--- config.mk ---
export PLATFORM = sky130hd
export DESIGN_NAME = regwr_guard
export DESIGN_NICKNAME = d
export VERILOG_FILES = /design/src/rtl/regwr_guard_pkg.sv /design/src/rtl/regwr_guard_decode.sv /design/src/rtl/regwr_guard_ctl.sv /design/src/rtl/regwr_guard_viol.sv /design/src/rtl/regwr_guard.sv
export SDC_FILE = /design/constraint.sdc
export NUM_CORES = 1
export LEC_CHECK = 0
export BUFFER_PORTS_ARGS = -buffer_cell sky130_fd_sc_hd__buf_2
export CORE_MARGIN = 8
export CORE_UTILIZATION = 35
export DETAILED_ROUTE_END_ITERATION = 7
export PLACE_DENSITY = 0.8
export SETUP_SLACK_MARGIN = 0.1
export SKIP_LAST_GASP = 1
export SYNTH_ARGS = -nofsm -noshare
export SYNTH_HDL_FRONTEND = slang
export SYNTH_SLANG_ARGS = --single-unit
--- constraint.sdc ---
create_clock -name clk -period 1.7 [get_ports clk]
set_clock_uncertainty 0.2 [all_clocks]
set_input_delay 0.085 -clock clk [delete_from_list [all_inputs] [get_ports clk]]
set_output_delay 0.085 -clock clk [all_outputs]
set_load 0.02 [all_outputs]
--- src/rtl/regwr_guard_pkg.sv ---
package regwr_guard_pkg;

   localparam int unsigned GUARD_DATA_W  = 32;
   localparam int unsigned GUARD_OFF_W   = 8;
   localparam int unsigned GUARD_KEY_W   = 24;
   localparam logic [23:0] GUARD_KEY     = 24'h515350;
   localparam logic [7:0]  GUARD_CTL_OFF = 8'hE4;
   localparam logic [7:0]  GUARD_STS_OFF = 8'hE8;
   localparam int unsigned GUARD_N_PROT  = 6;
   localparam logic [47:0] GUARD_PROT_LIST =
      {8'h40, 8'h38, 8'h34, 8'h30, 8'h20, 8'h04};
   localparam int unsigned GUARD_SRC_LSB = 8;

   typedef struct packed {
      logic is_prot;
      logic is_ctl;
      logic is_sts;
   } off_class_t;

endpackage

--- src/rtl/regwr_guard_decode.sv ---
module regwr_guard_decode
   import regwr_guard_pkg::*;
#(
   parameter int unsigned              OFF_W     = 8,
   parameter int unsigned              N_PROT    = 6,
   parameter logic [N_PROT*OFF_W-1:0]  PROT_LIST = '0,
   parameter logic [OFF_W-1:0]         CTL_OFF   = '0,
   parameter logic [OFF_W-1:0]         STS_OFF   = '0
) (
   input  logic [OFF_W-1:0] off,
   output off_class_t       cls
);

   logic [N_PROT-1:0] hit;

   for (genvar i = 0; i < N_PROT; i++) begin : g_match
      assign hit[i] = (off == PROT_LIST[i*OFF_W +: OFF_W]);
   end

   always_comb begin
      cls.is_prot = |hit;
      cls.is_ctl  = (off == CTL_OFF);
      cls.is_sts  = (off == STS_OFF);
   end

endmodule

--- src/rtl/regwr_guard_ctl.sv ---
module regwr_guard_ctl #(
   parameter int unsigned       DATA_W = 32,
   parameter int unsigned       KEY_W  = 24,
   parameter logic [KEY_W-1:0]  KEY    = '0
) (
   input  logic              clk,
   input  logic              rst_n,
   input  logic              ctl_wr,
   input  logic [DATA_W-1:0] data,
   output logic              prot_on
);

   logic key_ok;

   assign key_ok = (data[DATA_W-1 -: KEY_W] == KEY);

   always_ff @(posedge clk or negedge rst_n) begin
      if (!rst_n) begin
         prot_on <= 1'b0;
      end else if (ctl_wr && key_ok) begin
         prot_on <= data[0];
      end
   end

endmodule

--- src/rtl/regwr_guard_viol.sv ---
module regwr_guard_viol #(
   parameter int unsigned OFF_W = 8
) (
   input  logic             clk,
   input  logic             rst_n,
   input  logic             viol,
   input  logic             clr,
   input  logic [OFF_W-1:0] off,
   output logic             vflag,
   output logic [OFF_W-1:0] vsrc
);

   always_ff @(posedge clk or negedge rst_n) begin
      if (!rst_n) begin
         vflag <= 1'b0;
         vsrc  <= '0;
      end else if (viol) begin
         vflag <= 1'b1;
         vsrc  <= off;
      end else if (clr) begin
         vflag <= 1'b0;
         vsrc  <= '0;
      end
   end

endmodule

--- src/rtl/regwr_guard.sv ---
module regwr_guard
   import regwr_guard_pkg::*;
#(
   parameter int unsigned                 DATA_W    = GUARD_DATA_W,
   parameter int unsigned                 OFF_W     = GUARD_OFF_W,
   parameter int unsigned                 KEY_W     = GUARD_KEY_W,
   parameter logic [KEY_W-1:0]            KEY       = GUARD_KEY,
   parameter logic [OFF_W-1:0]            CTL_OFF   = GUARD_CTL_OFF,
   parameter logic [OFF_W-1:0]            STS_OFF   = GUARD_STS_OFF,
   parameter int unsigned                 N_PROT    = GUARD_N_PROT,
   parameter logic [N_PROT*OFF_W-1:0]     PROT_LIST = GUARD_PROT_LIST
) (
   input  logic              clk,
   input  logic              rst_n,
   input  logic              wr_en,
   input  logic [OFF_W-1:0]  wr_off,
   input  logic [DATA_W-1:0] wr_data,
   input  logic              rd_en,
   input  logic [OFF_W-1:0]  rd_off,
   output logic              wr_allow,
   output logic [DATA_W-1:0] rd_data
);

   localparam int unsigned SRC_LSB = GUARD_SRC_LSB;
   localparam int unsigned SRC_MSB = SRC_LSB + OFF_W - 1;

   if (KEY_W + 1 > DATA_W) begin : g_bad_key
      $error("regwr_guard: key field does not fit above the enable bit");
   end
   if (SRC_MSB >= DATA_W) begin : g_bad_src
      $error("regwr_guard: source field does not fit in the data word");
   end
   if (N_PROT < 1) begin : g_bad_list
      $error("regwr_guard: protected list is empty");
   end
   if (CTL_OFF == STS_OFF) begin : g_bad_map
      $error("regwr_guard: control and status offsets collide");
   end

   off_class_t       wcls;
   off_class_t       rcls;
   logic             prot_on;
   logic             vflag;
   logic [OFF_W-1:0] vsrc;
   logic             blocked;

   regwr_guard_decode #(
      .OFF_W(OFF_W), .N_PROT(N_PROT), .PROT_LIST(PROT_LIST),
      .CTL_OFF(CTL_OFF), .STS_OFF(STS_OFF)
   ) u_wdec (
      .off(wr_off),
      .cls(wcls)
   );

   regwr_guard_decode #(
      .OFF_W(OFF_W), .N_PROT(N_PROT), .PROT_LIST(PROT_LIST),
      .CTL_OFF(CTL_OFF), .STS_OFF(STS_OFF)
   ) u_rdec (
      .off(rd_off),
      .cls(rcls)
   );

   regwr_guard_ctl #(
      .DATA_W(DATA_W), .KEY_W(KEY_W), .KEY(KEY)
   ) u_ctl (
      .clk    (clk),
      .rst_n  (rst_n),
      .ctl_wr (wr_en && wcls.is_ctl),
      .data   (wr_data),
      .prot_on(prot_on)
   );

   assign blocked  = wr_en && prot_on && wcls.is_prot && !wcls.is_ctl;
   assign wr_allow = wr_en && !blocked;

   regwr_guard_viol #(
      .OFF_W(OFF_W)
   ) u_viol (
      .clk  (clk),
      .rst_n(rst_n),
      .viol (blocked),
      .clr  (rd_en && rcls.is_sts),
      .off  (wr_off),
      .vflag(vflag),
      .vsrc (vsrc)
   );

   always_comb begin
      rd_data = '0;
      if (rd_en && rcls.is_ctl) begin
         rd_data[0] = prot_on;
      end else if (rd_en && rcls.is_sts) begin
         rd_data[0]                = vflag;
         rd_data[SRC_MSB:SRC_LSB]  = vsrc;
      end
   end

endmodule

# After elaboration in Yosys (flattened, before gate mapping)
# Cells that the tools add are included.
# classes
muxes	8
n_eq_ne	10
reduce_logical	12
# ops
op	n
8-bit by 6-bit == test with 1-bit output, second input constant	4
8-bit 2-to-1 mux	4
24-bit by 23-bit == test with 1-bit output, second input constant	1
8-bit == test, second input constant	3
8-bit by 3-bit == test with 1-bit output, second input constant	1
8-bit by 7-bit == test with 1-bit output, second input constant	1
1-bit logical AND	8
6-bit OR reduction	1
1-bit 2-to-1 mux	4
1-bit zero test	2
2-bit nonzero test	1
# totals
elab_cells	33
output_inout_bits	33
ff_bits	10
in_bits	52

# Longest topological paths before layout
# Gate-level depths: netlist (run 1).
# logic_depth
ltp_word	6
mapped_depth	4
depth_no_buf	4

# By module
# Synthesis (run 1) repeated with hierarchy kept, for this count alone.
# unflattened
hier_cells	103
area_unflattened_um2	924.6
# by_module_without_submodules
module	instances	seq_area_each_um2	area_each_um2	cells_per_inst
regwr_guard_viol	1	225.2	339.1	21
regwr_guard	1	0.0	287.8	40
regwr_guard_decode	2	0.0	90.1	15
regwr_guard_ctl	1	25.0	117.6	12

# Worst setup path before layout (run 1)
# OpenSTA, ideal clock, no wires.
# synth_timing
path_type	input to register
from	input port wr_off[3]
to	register u_ctl.prot_on
cell_stages	3
required_time_ns	1.372
setup_ns	0.128
n_path_buf	0
path_slack_ns	0.151
arrival_time_ns	1.222
cell_sequence	or4_4 nor4_2 mux2_1
# synth_between
elab_chain_cells	3
# synth_rtl
item	line	text
start, declared	regwr_guard.sv:16	input logic [OFF_W-1:0] wr_off,
8-bit == test	regwr_guard_decode.sv:22	cls.is_ctl = (off == CTL_OFF);
1-bit logical AND	regwr_guard.sv:68	.ctl_wr (wr_en && wcls.is_ctl),
1-bit logical AND	regwr_guard_ctl.sv:20	end else if (ctl_wr && key_ok) begin
end signal, assigned	regwr_guard_ctl.sv:21	prot_on <= data[0];
end, declared	regwr_guard_ctl.sv:10	output logic prot_on
# Every way passes these cells.
# A chain may end at the register's enable or synchronous reset.

# Worst setup path in the final report (run 1)
# layout_timing
from	input port wr_off[1]
to	output port wr_allow
# layout_between
elab_chain_cells	6
elab_cells_between_ends	13
classes_between	7 x eq/ne; 6 x reduce/logical
# layout_rtl
item	line	text
8-bit by 3-bit == test with 1-bit output (tied with other cells)	regwr_guard_decode.sv:17	assign hit[i] = (off == PROT_LIST[i*OFF_W +: OFF_W]);
6-bit OR reduction	regwr_guard_decode.sv:21	cls.is_prot = |hit;
1-bit logical AND	regwr_guard.sv:73	assign blocked = wr_en && prot_on && wcls.is_prot && !wcls.is_ctl;
1-bit logical AND *	regwr_guard.sv:73	
1-bit zero test *	regwr_guard.sv:74	assign wr_allow = wr_en && !blocked;
1-bit logical AND *	regwr_guard.sv:74	
end, declared	regwr_guard.sv:20	output logic wr_allow,
# Mark *: on every way between the ends. The rest lies on a longest branch, timed or not.

==> results of run 1 <==
==> through the flow <==
step	cells	instance area (sq um)
detailed placement	180	1080
floorplan	116	912
finish	195	1250
global route	195	1250
CTS	195	1240
global placement	180	1080
==> cell usage after synthesis (all sizes together) <==
cell type / count / area share (%)
nor4: 1 / 1.5
nor2b: 3 / 2.3
inv: 5 / 2.3
nor3: 1 / 1.2
conb: 1 / 0.45
o21ai: 1 / 1.1
and3: 3 / 2.3
a21oi: 1 / 0.60
nor4b: 4 / 4.2
nand2b: 1 / 0.75
nand4: 2 / 1.5
nand3b: 1 / 0.91
dfrtp: 10 / 30
and2: 9 / 6.8
nand2: 9 / 4.1
xnor2: 1 / 1.1
or4b: 1 / 1.2
mux2i: 5 / 6.0
nor2: 3 / 1.4
buf: 23 / 21
and4: 1 / 1.1
mux2: 1 / 1.4
and4b: 2 / 2.4
a211oi: 1 / 1.5
nand3: 3 / 1.8
or4: 1 / 1.4
==> what timing repair did <==
item / in CTS / in global routing
endpoints found under the hold margin: 16 / 0
gates resized for setup: 3 / 4
setup endpoints to repair: 1 / 9
buffers inserted: 2 / 0
pin swaps: 3 / 6
hold buffers: 9 / 0
==> where the power goes <==
group | switching [uW] | internal, uW
sequential | 0.000000175 | 238
clock | 87.4 | 130
combinational | 88.2 | 71.7
total | 176 | 440
==> registers in the layout, summed over array words and instances, names as in the netlist <==
register / flops
u_viol.vsrc: 8
u_viol.vflag: 1
u_ctl.prot_on: 1
==> placed cells by master, fill, tap and decap left out, drive strengths merged, types with 4 or more instances in the layout <==
master	instances
buf	61
mux2i	5
and2	9
dfrtp	10
nand2	9
nor4b	4
conb	23
inv	5
clkbuf	4
dlygate4sd3	9
==> worst max-delay path by stage <==
stage | from | endpoint | slack, ns | cells past startpoint
finish | wr_off[1] | wr_allow | 0.11 | 6
global route | wr_off[1] | wr_allow | 0.07 | 6
CTS | wr_off[1] | wr_allow | 0.10 | 6
detailed placement | wr_off[3] | u_ctl.prot_on$_DFFE_PN0P_ | -0.01 | 4
global placement | wr_off[3] | u_ctl.prot_on$_DFFE_PN0P_ | 0.01 | 4
floorplan | wr_off[3] | u_ctl.prot_on$_DFFE_PN0P_ | 0.15 | 3
==> layout make-up <==
cell class | count | area (sq um) | share of cell area, %
Multi-Input combinational cell | 78 | 485 | 38.8
Inverter | 5 | 18.8 | 1.50
Sequential cell | 10 | 250 | 20.0
Timing Repair Buffer | 70 | 425 | 34.0
Clock buffer | 4 | 36.3 | 2.90
Tap cell | 28 | 35.0 | 2.80
==> tightest hold or removal path, stage by stage <==
cell	delay, ns
buf_2	0.08
nor2_1	0.05
o21ai_2	0.06
buf_4	0.14
nand2_1	0.05
==> per-layer routing <==
metal | up-vias | GRT usage (%) | routed length [um]
li1 | 419 | - | -
met1 | 379 | 10.5 | 871
met2 | 45 | 23.6 | 1360
met3 | 8 | 4.47 | 270
met4 | 0 | 9.54 | 71
met5 | - | 0 | 0
==> kinds of logic after synthesis <==
| group | Yosys count | share of synthesized area (%) |
|---|---|---|
| simple gates | 45 | 34.7 |
| buf+inv | 28 | 23.1 |
| flops | 10 | 30.2 |
| mux | 6 | 7.39 |
| compound gates | 3 | 3.17 |
| xor+xnor | 1 | 1.06 |
| other cells | 1 | 0.452 |
==> impl_results.md, run 1 <==
- Status: finished, final reports clean
- Clk root buf: clkbuf_4
- Critical path, cell by cell: buf_6, or4b_4, a211oi_2, o21ai_2, and2_4, buf_6
- Lkg Pwr: about 0.00073 uW
- Mapped Area: around 830 sq um
- IO Count: 85
- Vias: roughly 850
- Initial antenna violation count: 0
- Top delay family on crit path: simple AND/OR/NAND/NOR gates
- Routed vias/inst: 4.36
- Crit Path Class: input port to output port
- Clock period minus worst slack: 1.59 ns
- Mean Syn Cell Area: 8.82 sq um
- Slowest CP cell: or4b_4
- Crit-path max FO: 2
- Area Growth Syn to Fin: 50.8%
- Final hold vios: 0
- Wire length per cell: around 13 um
- Crit-path most repeated cell: buf_6
- Max IR drop VDD: 0.272 mV
- Min Hold Slack: 0.0351 ns
- Max Fclk: 0.628 GHz
- Peak per-stage delay on the critical path: 0.53 ns
- Clock transition at path regs: 0.07 ns
- Synth warn: 0
- Period utilization: 93.6%
- Count of cell types in the netlist: 26
- Synth Instances: 94
- DRT Pass-1 Iters: 5
- Fin worst setup slack: 0.109 ns
- WHS Endpoint: u_viol.vflag$_DFFE_PN0P_
- P per Cell Area: 492 nW/um^2
- H-tree depth: 1
- Max Cap Viol: 0
- Power Total: 615 uW
- Diode count: 0
- WHS Path Cells: 5
- Layout cells sized above 1: a little over two fifths
- FF-to-FF setup slack: about 0.28 ns
- Die Wd: 64.7 um
- Initial drt markers: 10
- GPL Wtd Cong: 0.846
- Hold WC Path Type: input port to flop
- Antenna viol nets, final: 0
- DRC: 0
- Starting Density: 37.1%
- Skew-Pair Late Insertion Delay: roughly 0.27 ns
- Final wirelength: 2570 um
- Clock Tree Buf Depth: 2
- Die ar.: 4180 sq um
- CTS tree: yes
- Rows: 17
- Seq/Total Area, Yosys: 30.2%
- Final global-route overflow total: 0
- Die Y: 64.7 um
- Fin nets: 220
- RR Startpoint: u_ctl.prot_on$_DFFE_PN0P_
- Final Setup Violations: 0
- CP endpoint kind: output port
- Unrepaired setup endpoints after global routing: yes
- Crit path launch type: input port
- Worst Path Required: approximately 1.4 ns
- Tot GR Track Use: between 10% and 20%
- WP data arrival: approximately 1.3 ns
- WP buf/inv: 2
- First-pass GRT wire length: between 4000 and 5000 um
- Largest net degree at the start of global routing: 10
- Fillers: between 200 and 250
- Layout Utilization: 56.0%
- HP Start: wr_off[7]
- Critical R2R Capture: u_viol.vsrc[5]$_DFFE_PN0P_
- CTS sink cnt: 10
- Synth Register Bits: 10
- Worst Reg-to-Reg Cells: 6
- DP HPWL: around 2000 um
- Port buffer count: 54
- Final TNS setup: 0 ns
- Pre-CTS setup slack: -0.0132 ns
- Core ar.: 2230 sq um
- Num CTS Buffers: 3
- Vias in the first global route: between 900 and 1,000
- Slew Viols, Final: 0
Note: power is estimated with default switching activity, not from simulation.
==> run 2, diff against run 1 <==
--- a/config.mk
+++ b/config.mk
@@ -6,10 +6,12 @@
 export NUM_CORES = 1
 export LEC_CHECK = 0
 export BUFFER_PORTS_ARGS = -buffer_cell sky130_fd_sc_hd__buf_2
+export CELL_PAD_IN_SITES_DETAIL_PLACEMENT = 2
+export CELL_PAD_IN_SITES_GLOBAL_PLACEMENT = 2
 export CORE_MARGIN = 8
-export CORE_UTILIZATION = 35
+export CORE_UTILIZATION = 17
 export DETAILED_ROUTE_END_ITERATION = 7
-export PLACE_DENSITY = 0.8
+export PLACE_DENSITY_LB_ADDON = 0.2
 export SETUP_SLACK_MARGIN = 0.1
 export SKIP_LAST_GASP = 1
 export SYNTH_ARGS = -nofsm -noshare
==> run 2 against run 1 <==
  * Via count shrank 2.0%
  * Flip-flop and latch count is the same
  * Fmax grew 1.0%
  * Non-clock buffer count shrank 6
  * Combinational power shrank 6%
  * Power grew 11%
  * Critical endpoint unchanged
  * Global-route usage shrank 4.1 points
  * Final area is essentially flat
  * Largest power group is now clock
  * Routed wire length grew 18%
  * Hold slack lost 0.013 ns
==> impl_results.md, run 2 (same netlist as run 1, synthesis figures left out) <==
- Status: finished, final reports clean
- Core ar.: 4720 sq um
- CP endpoint kind: output port
- Power Total: 682 uW
- Lkg Pwr: 0.000713 uW
- Max Fclk: 0.635 GHz
- Rows: 25
- Num CTS Buffers: 3
- RR Startpoint: u_ctl.prot_on$_DFFE_PN0P_
- Starting Density: 17.6%
- Period utilization: 92.7%
- Crit-path most repeated cell: buf_6
- Clock Tree Buf Depth: 2
- P per Cell Area: 545 nW/um^2
- Max IR drop VDD: 0.137 mV
- Peak per-stage delay on the critical path: ~0.56 ns
- Skew-Pair Late Insertion Delay: 0.23 ns
- Met3 WL post-DR: 233 um
- DP HPWL: 2660 um
- Wire length per cell: 13.3 um
- Routed vias/inst: ~3.7
- Initial antenna violation count: 0
- Final hold vios: 0
- Fillers: 574
- IO Count: between 80 and 90
- Die Wd: 85.9 um
- DR top layer: met4
- Largest regs: u_viol.vsrc (8), u_ctl.prot_on (1), u_viol.vflag (1)
- Area Growth Syn to Fin: 51.0%
- Pint: 505 uW
- Met1 WL: 1220 um
- Vias: around 830
- Final wirelength: 3020 um
- Final TNS setup: 0 ns
- Hold WC Path Type: input port to flop
- Largest net degree at the start of global routing: 11
- CTS tree: yes
- Crit path launch type: input port
- Part of the power in registers: 35.0%
- Clock transition at path regs: 0.05 ns
- Clock period minus worst slack: 1.58 ns
- Worst Path Required: 1.41 ns
- Die ar.: between 7000 and 8000 sq um
- Critical path, cell by cell: buf_6, or4_4, nor3_4, o21ai_2, and2_4, buf_6
- Max Cap Viol: 0
- H-tree depth: 1
- GPL Wtd Cong: 0.690
- Vias in the first global route: 964
- Largest register FFs: 8
- CP startpoint: wr_off[1]
- Tot GR Track Use: under 10%
- Die Y: 85.9 um
- DRC: 0
- Slowest CP cell: or4_4
- Logic pwr share: 22.0%
- Final global-route overflow total: 0
- Initial drt markers: 12
- CTS sink cnt: 10
- DRT Pass-1 Iters: 4
- Sw Ratio: 26.0%
- Net Switching: 178 uW
- WL met2: approximately 1500 um
- Antenna viol nets, final: 0
- WP data arrival: 1.29 ns
- Layout cells sized above 1: 44.1%
- Port buffer count: 54
- First-pass GRT wire length: 4840 um
- Diode count: 0
- Clk root buf: clkbuf_8
- Commonest non-fill, non-tap cell in the layout: buf_2
- Slew Viols, Final: 0
- Crit Path Class: input port to output port
- Commonest non-fill, non-tap cells in the layout: buf_2 (52), conb_1 (23), dfrtp_1 (10), nand2_1 (9), and2_1 (8)
- Unrepaired setup endpoints after global routing: yes
- Fin nets: 214
- HP Start: wr_off[3]
- Final Setup Violations: 0
- Crit-path max FO: 2
- Largest Register: u_viol.vsrc
- Clock power share: 43.0%
==> run 2: cell types whose count changed in the layout (fill, tap and decap cells not counted), sizes merged <==
| cell | before | now |
|---|---|---|
| dlygate4sd3 | 9 | 3 |
==> run 2: power groups by stage <==
stage               Sequential [uW]  Combinational (uW)  Clock (uW)
floorplan                       242                 106           0
global placement                242                 135           0
detailed placement              242                 138           0
CTS                             238                 149         308
global route                    238                 165         329
finish                          239                 150         293
==> run 2: worst paths after layout <==
path / end / slack, ns / cells past startpoint
setup / recovery: wr_allow / 0.12 / 6
hold / removal: u_viol.vsrc[3]$_DFFE_PN0P_ / 0.02 / 4
setup reg to reg: u_viol.vsrc[4]$_DFFE_PN0P_ / 0.28 / 6
hold reg to reg: u_viol.vflag$_DFFE_PN0P_ / 0.28 / 2
max in group asynchronous: u_viol.vsrc[4]$_DFFE_PN0P_ / 1.05 / 2
min in group asynchronous: u_viol.vflag$_DFFE_PN0P_ / 0.06 / 2
==> run 2: cell type report <==
| cell class | instances | area [sq um] | share of cell area, % |
|---|---|---|---|
| multi-input cells | 78 | 479 | 38.3 |
| repair buffers | 64 | 365 | 29.2 |
| flip-flops and latches | 10 | 250 | 20.0 |
| well taps | 67 | 83.8 | 6.69 |
| clock buffers | 4 | 55.1 | 4.40 |
| inverters | 5 | 18.8 | 1.50 |
==> run 2: worst max-delay path, delay by kind of cell <==
| kind | cells | cell delay [ns] |
|---|---|---|
| AOI/OAI and AO/OA | 1 | 0.09 |
| buffers and inverters | 2 | 0.21 |
| and+or+nand+nor | 3 | 0.89 |
==> run 2: what timing repair did <==
action                     CTS  global route
resized for setup            5             0
hold buffers                 3             0
buffers inserted             1             0
hold endpoints to repair    12             0
pin swaps                    4             1
setup endpoints to repair    1             3
==> run 2: metal layers <==
layer,up-vias,GRT usage [%]
met1,383,8.54
met5,-,0
met3,2,3.06
li1,409,-
met4,0,3.34
met2,40,15.4
==> run 2: through the flow <==
| step | cells | setup slack, ns | area, sq um | utilization (%) | hold slack (ns) |
|---|---|---|---|---|---|
| global route | 228 | 0.0792 | 1250 | 26.5 | 0.0390 |
| global placement | 220 | -0.00727 | 1140 | 24.1 | -0.240 |
| CTS | 228 | 0.109 | 1250 | 26.5 | 0.0218 |
| finish | 228 | 0.125 | 1250 | 26.5 | 0.0223 |
| detailed placement | 220 | -0.0733 | 1140 | 24.1 | -0.237 |
| floorplan | 116 | 0.151 | 912 | - | -0.411 |
==> run 3, diff against run 2 <==
--- a/config.mk
+++ b/config.mk
@@ -6,10 +6,10 @@
 export NUM_CORES = 1
 export LEC_CHECK = 0
 export BUFFER_PORTS_ARGS = -buffer_cell sky130_fd_sc_hd__buf_2
-export CELL_PAD_IN_SITES_DETAIL_PLACEMENT = 2
-export CELL_PAD_IN_SITES_GLOBAL_PLACEMENT = 2
+export CELL_PAD_IN_SITES_DETAIL_PLACEMENT = 1
+export CELL_PAD_IN_SITES_GLOBAL_PLACEMENT = 1
 export CORE_MARGIN = 8
-export CORE_UTILIZATION = 17
+export CORE_UTILIZATION = 22
 export DETAILED_ROUTE_END_ITERATION = 7
 export PLACE_DENSITY_LB_ADDON = 0.2
 export SETUP_SLACK_MARGIN = 0.1
==> run 3 against run 2 <==
  * Core utilization rose by 8.1 points
  * First-iteration DRC count grew 33%
  * Combinational power rose by 3%
  * Register-to-register slack better by 0.06 ns
  * Hold slack improved by 0.0016 ns
  * Count of clock-buffer cells in the layout decreased by 1
  * Setup slack worse by 0.016 ns
  * Flip-flop and latch count unchanged
  * Critical path type unchanged
  * Highest routed layer unchanged
==> impl_results.md, run 3 (same netlist as run 1, synthesis figures left out) <==
- Slowest CP cell: or4b_4
- Crit path launch type: input port
- Post-Layout Inst Area: 1260 sq um
- Non-filler cells, final: around 210
- Largest regs: u_viol.vsrc (8), u_ctl.prot_on (1), u_viol.vflag (1)
- Max IR drop VDD: 0.179 mV
- Met3 WL post-DR: 217 um
- Critical R2R Capture: u_viol.vsrc[6]$_DFFE_PN0P_
- DR top layer: met4
- Slew Viols, Final: 0
- Area of the multi-input gates: between 500 and 600 sq um
- Placed Area: 1110 sq um
- P per Cell Area: ~500 nW/um^2
- Fin worst setup slack: 0.108 ns
- GPL Wtd Cong: 0.708
- Die Y: between 70 and 80 um
- Worst Reg-to-Reg Cells: 6
- Max Fclk: around 0.63 GHz
- Crit-path max FO: 2
- Pre-CTS setup slack: -0.0197 ns
- IO Count: 85
- Crit Path Class: input port to output port
- Final TNS setup: 0 ns
- Port buffer count: 54
- Fillers: 471
- Commonest non-fill, non-tap cell in the layout: buf_2
- CP startpoint: wr_off[1]
- DP HPWL: 2290 um
- Initial drt markers: 16
- Fin nets: 215
- Clock Tree Buf Depth: 2
- Wire length per cell: approximately 13 um
- Max Cap Viol: 0
- CTS tree: yes
- Antenna viol nets, final: 0
- Vias: 820
- Tot GR Track Use: under 10%
- Pint: between 400 and 500 uW
- Worst Path Required: 1.41 ns
- Final hold vios: 0
- Die ar.: 5990 sq um
- First-pass GRT wire length: approximately 4300 um
- Largest net degree at the start of global routing: 11
- Rows: 22
- Commonest non-fill, non-tap cells in the layout: buf_2 (51), conb_1 (23), dfrtp_1 (10), nand2_1 (9), and2_1 (8)
- Clk root buf: clkbuf_8
- Initial antenna violation count: 0
- Unrepaired setup endpoints after global routing: yes
- Peak per-stage delay on the critical path: 0.55 ns
- Critical path, cell by cell: buf_6, or4b_4, a211oi_4, o21ai_2, and2_4, buf_6
- DRT Pass-1 Iters: 3
- DRC: 0
- WHS Endpoint: u_viol.vsrc[4]$_DFFE_PN0P_
- Num CTS Buffers: 3
- WL met2: 1330 um
- Final wirelength: ~2600 um
- Die Wd: 77.4 um
- Status: finished, final reports clean
- Hold WC Path Type: input port to flop
- Clock transition at path regs: 0.05 ns
- Clock power share: 37.5%
- Final global-route overflow total: 0
- Core ar.: 3630 sq um
- Lkg Pwr: 0.000730 uW
- Clock period minus worst slack: ~1.6 ns
- Net Switching: 169 uW
- RR Startpoint: u_ctl.prot_on$_DFFE_PN0P_
- Largest Register: u_viol.vsrc
- Diode count: 0
- Met1 WL: ~1100 um
- Vias in the first global route: between 900 and 1,000
- Storage cell area: 250 sq um
- Skew-Pair Late Insertion Delay: 0.23 ns
- HP Start: wr_off[4]
- FF-to-FF setup slack: 0.34 ns
- CTS sink cnt: 10
- Logic pwr share: 24.4%
- Area Growth Syn to Fin: 51.4%
- CP endpoint kind: output port
- Sw Ratio: between 20% and 30%
- Period utilization: 93.6%
- Layout cells sized above 1: 45.3%
- WP data arrival: 1.31 ns
- Power Total: 628 uW
- Crit-path most repeated cell: buf_6
- Routed vias/inst: 3.92
- Largest register FFs: 8
- Placed insts: 201
- WHS Path Cells: 4
- Part of the power in registers: 38.0%
- Starting Density: roughly 23%
- Final Setup Violations: 0
- H-tree depth: 1
-- run 3: through the flow --
stage	utilization, %	hold WS, ns
2_1_floorplan	-	-0.411
3_3_place_gp	30.7	-0.243
3_5_place_dp	30.7	-0.238
4_1_cts	33.4	0.0235
5_1_grt	34.6	0.0522
6_report	34.6	0.0240
-- run 3: how the worst max path moves through the flow --
stage	slack [ns]	to	cells after the start
4_1_cts	0.10	wr_allow	6
6_report	0.11	wr_allow	6
3_5_place_dp	-0.02	u_ctl.prot_on$_DFFE_PN0P_	4
3_3_place_gp	0.001	u_ctl.prot_on$_DFFE_PN0P_	4
5_1_grt	0.07	wr_allow	6
2_1_floorplan	0.15	u_ctl.prot_on$_DFFE_PN0P_	3
-- run 3: critical path: cells and delay by family --
family	cells	cell delay, ns
buffers and inverters	2	0.21
AOI/OAI and AO/OA	2	0.32
and+or+nand+nor	2	0.69
-- run 3: layout make-up --
type / instances / share of cell area [%]
multi-input cells: 78 / 40.0
flip-flops and latches: 10 / 19.9
inverters: 5 / 1.49
clock buffers: 3 / 3.29
well taps: 48 / 4.78
repair buffers: 65 / 30.5
-- run 3: timing repair --
action | in CTS | in global routing
hold buffers | 3 | 0
endpoints found under the hold margin | 12 | 0
setup buffers | 2 | 0
endpoints found under the setup margin | 1 | 4
pin swaps | 3 | 5
gates resized for setup | 3 | 8
-- run 3: power groups by stage --
stage / sequential [uW] / clock, uW / combinational [uW]
2_1_floorplan: 242 / 0 / 106
3_3_place_gp: 242 / 0 / 133
3_5_place_dp: 242 / 0 / 136
4_1_cts: 239 / 246 / 146
5_1_grt: 238 / 262 / 170
6_report: 239 / 236 / 154
-- run 3: layer usage --
layer,global-route usage [%],vias to the layer above
met5,0,-
met4,2.26,0
met3,3.69,2
met2,14.6,42
met1,9.48,367
li1,-,409
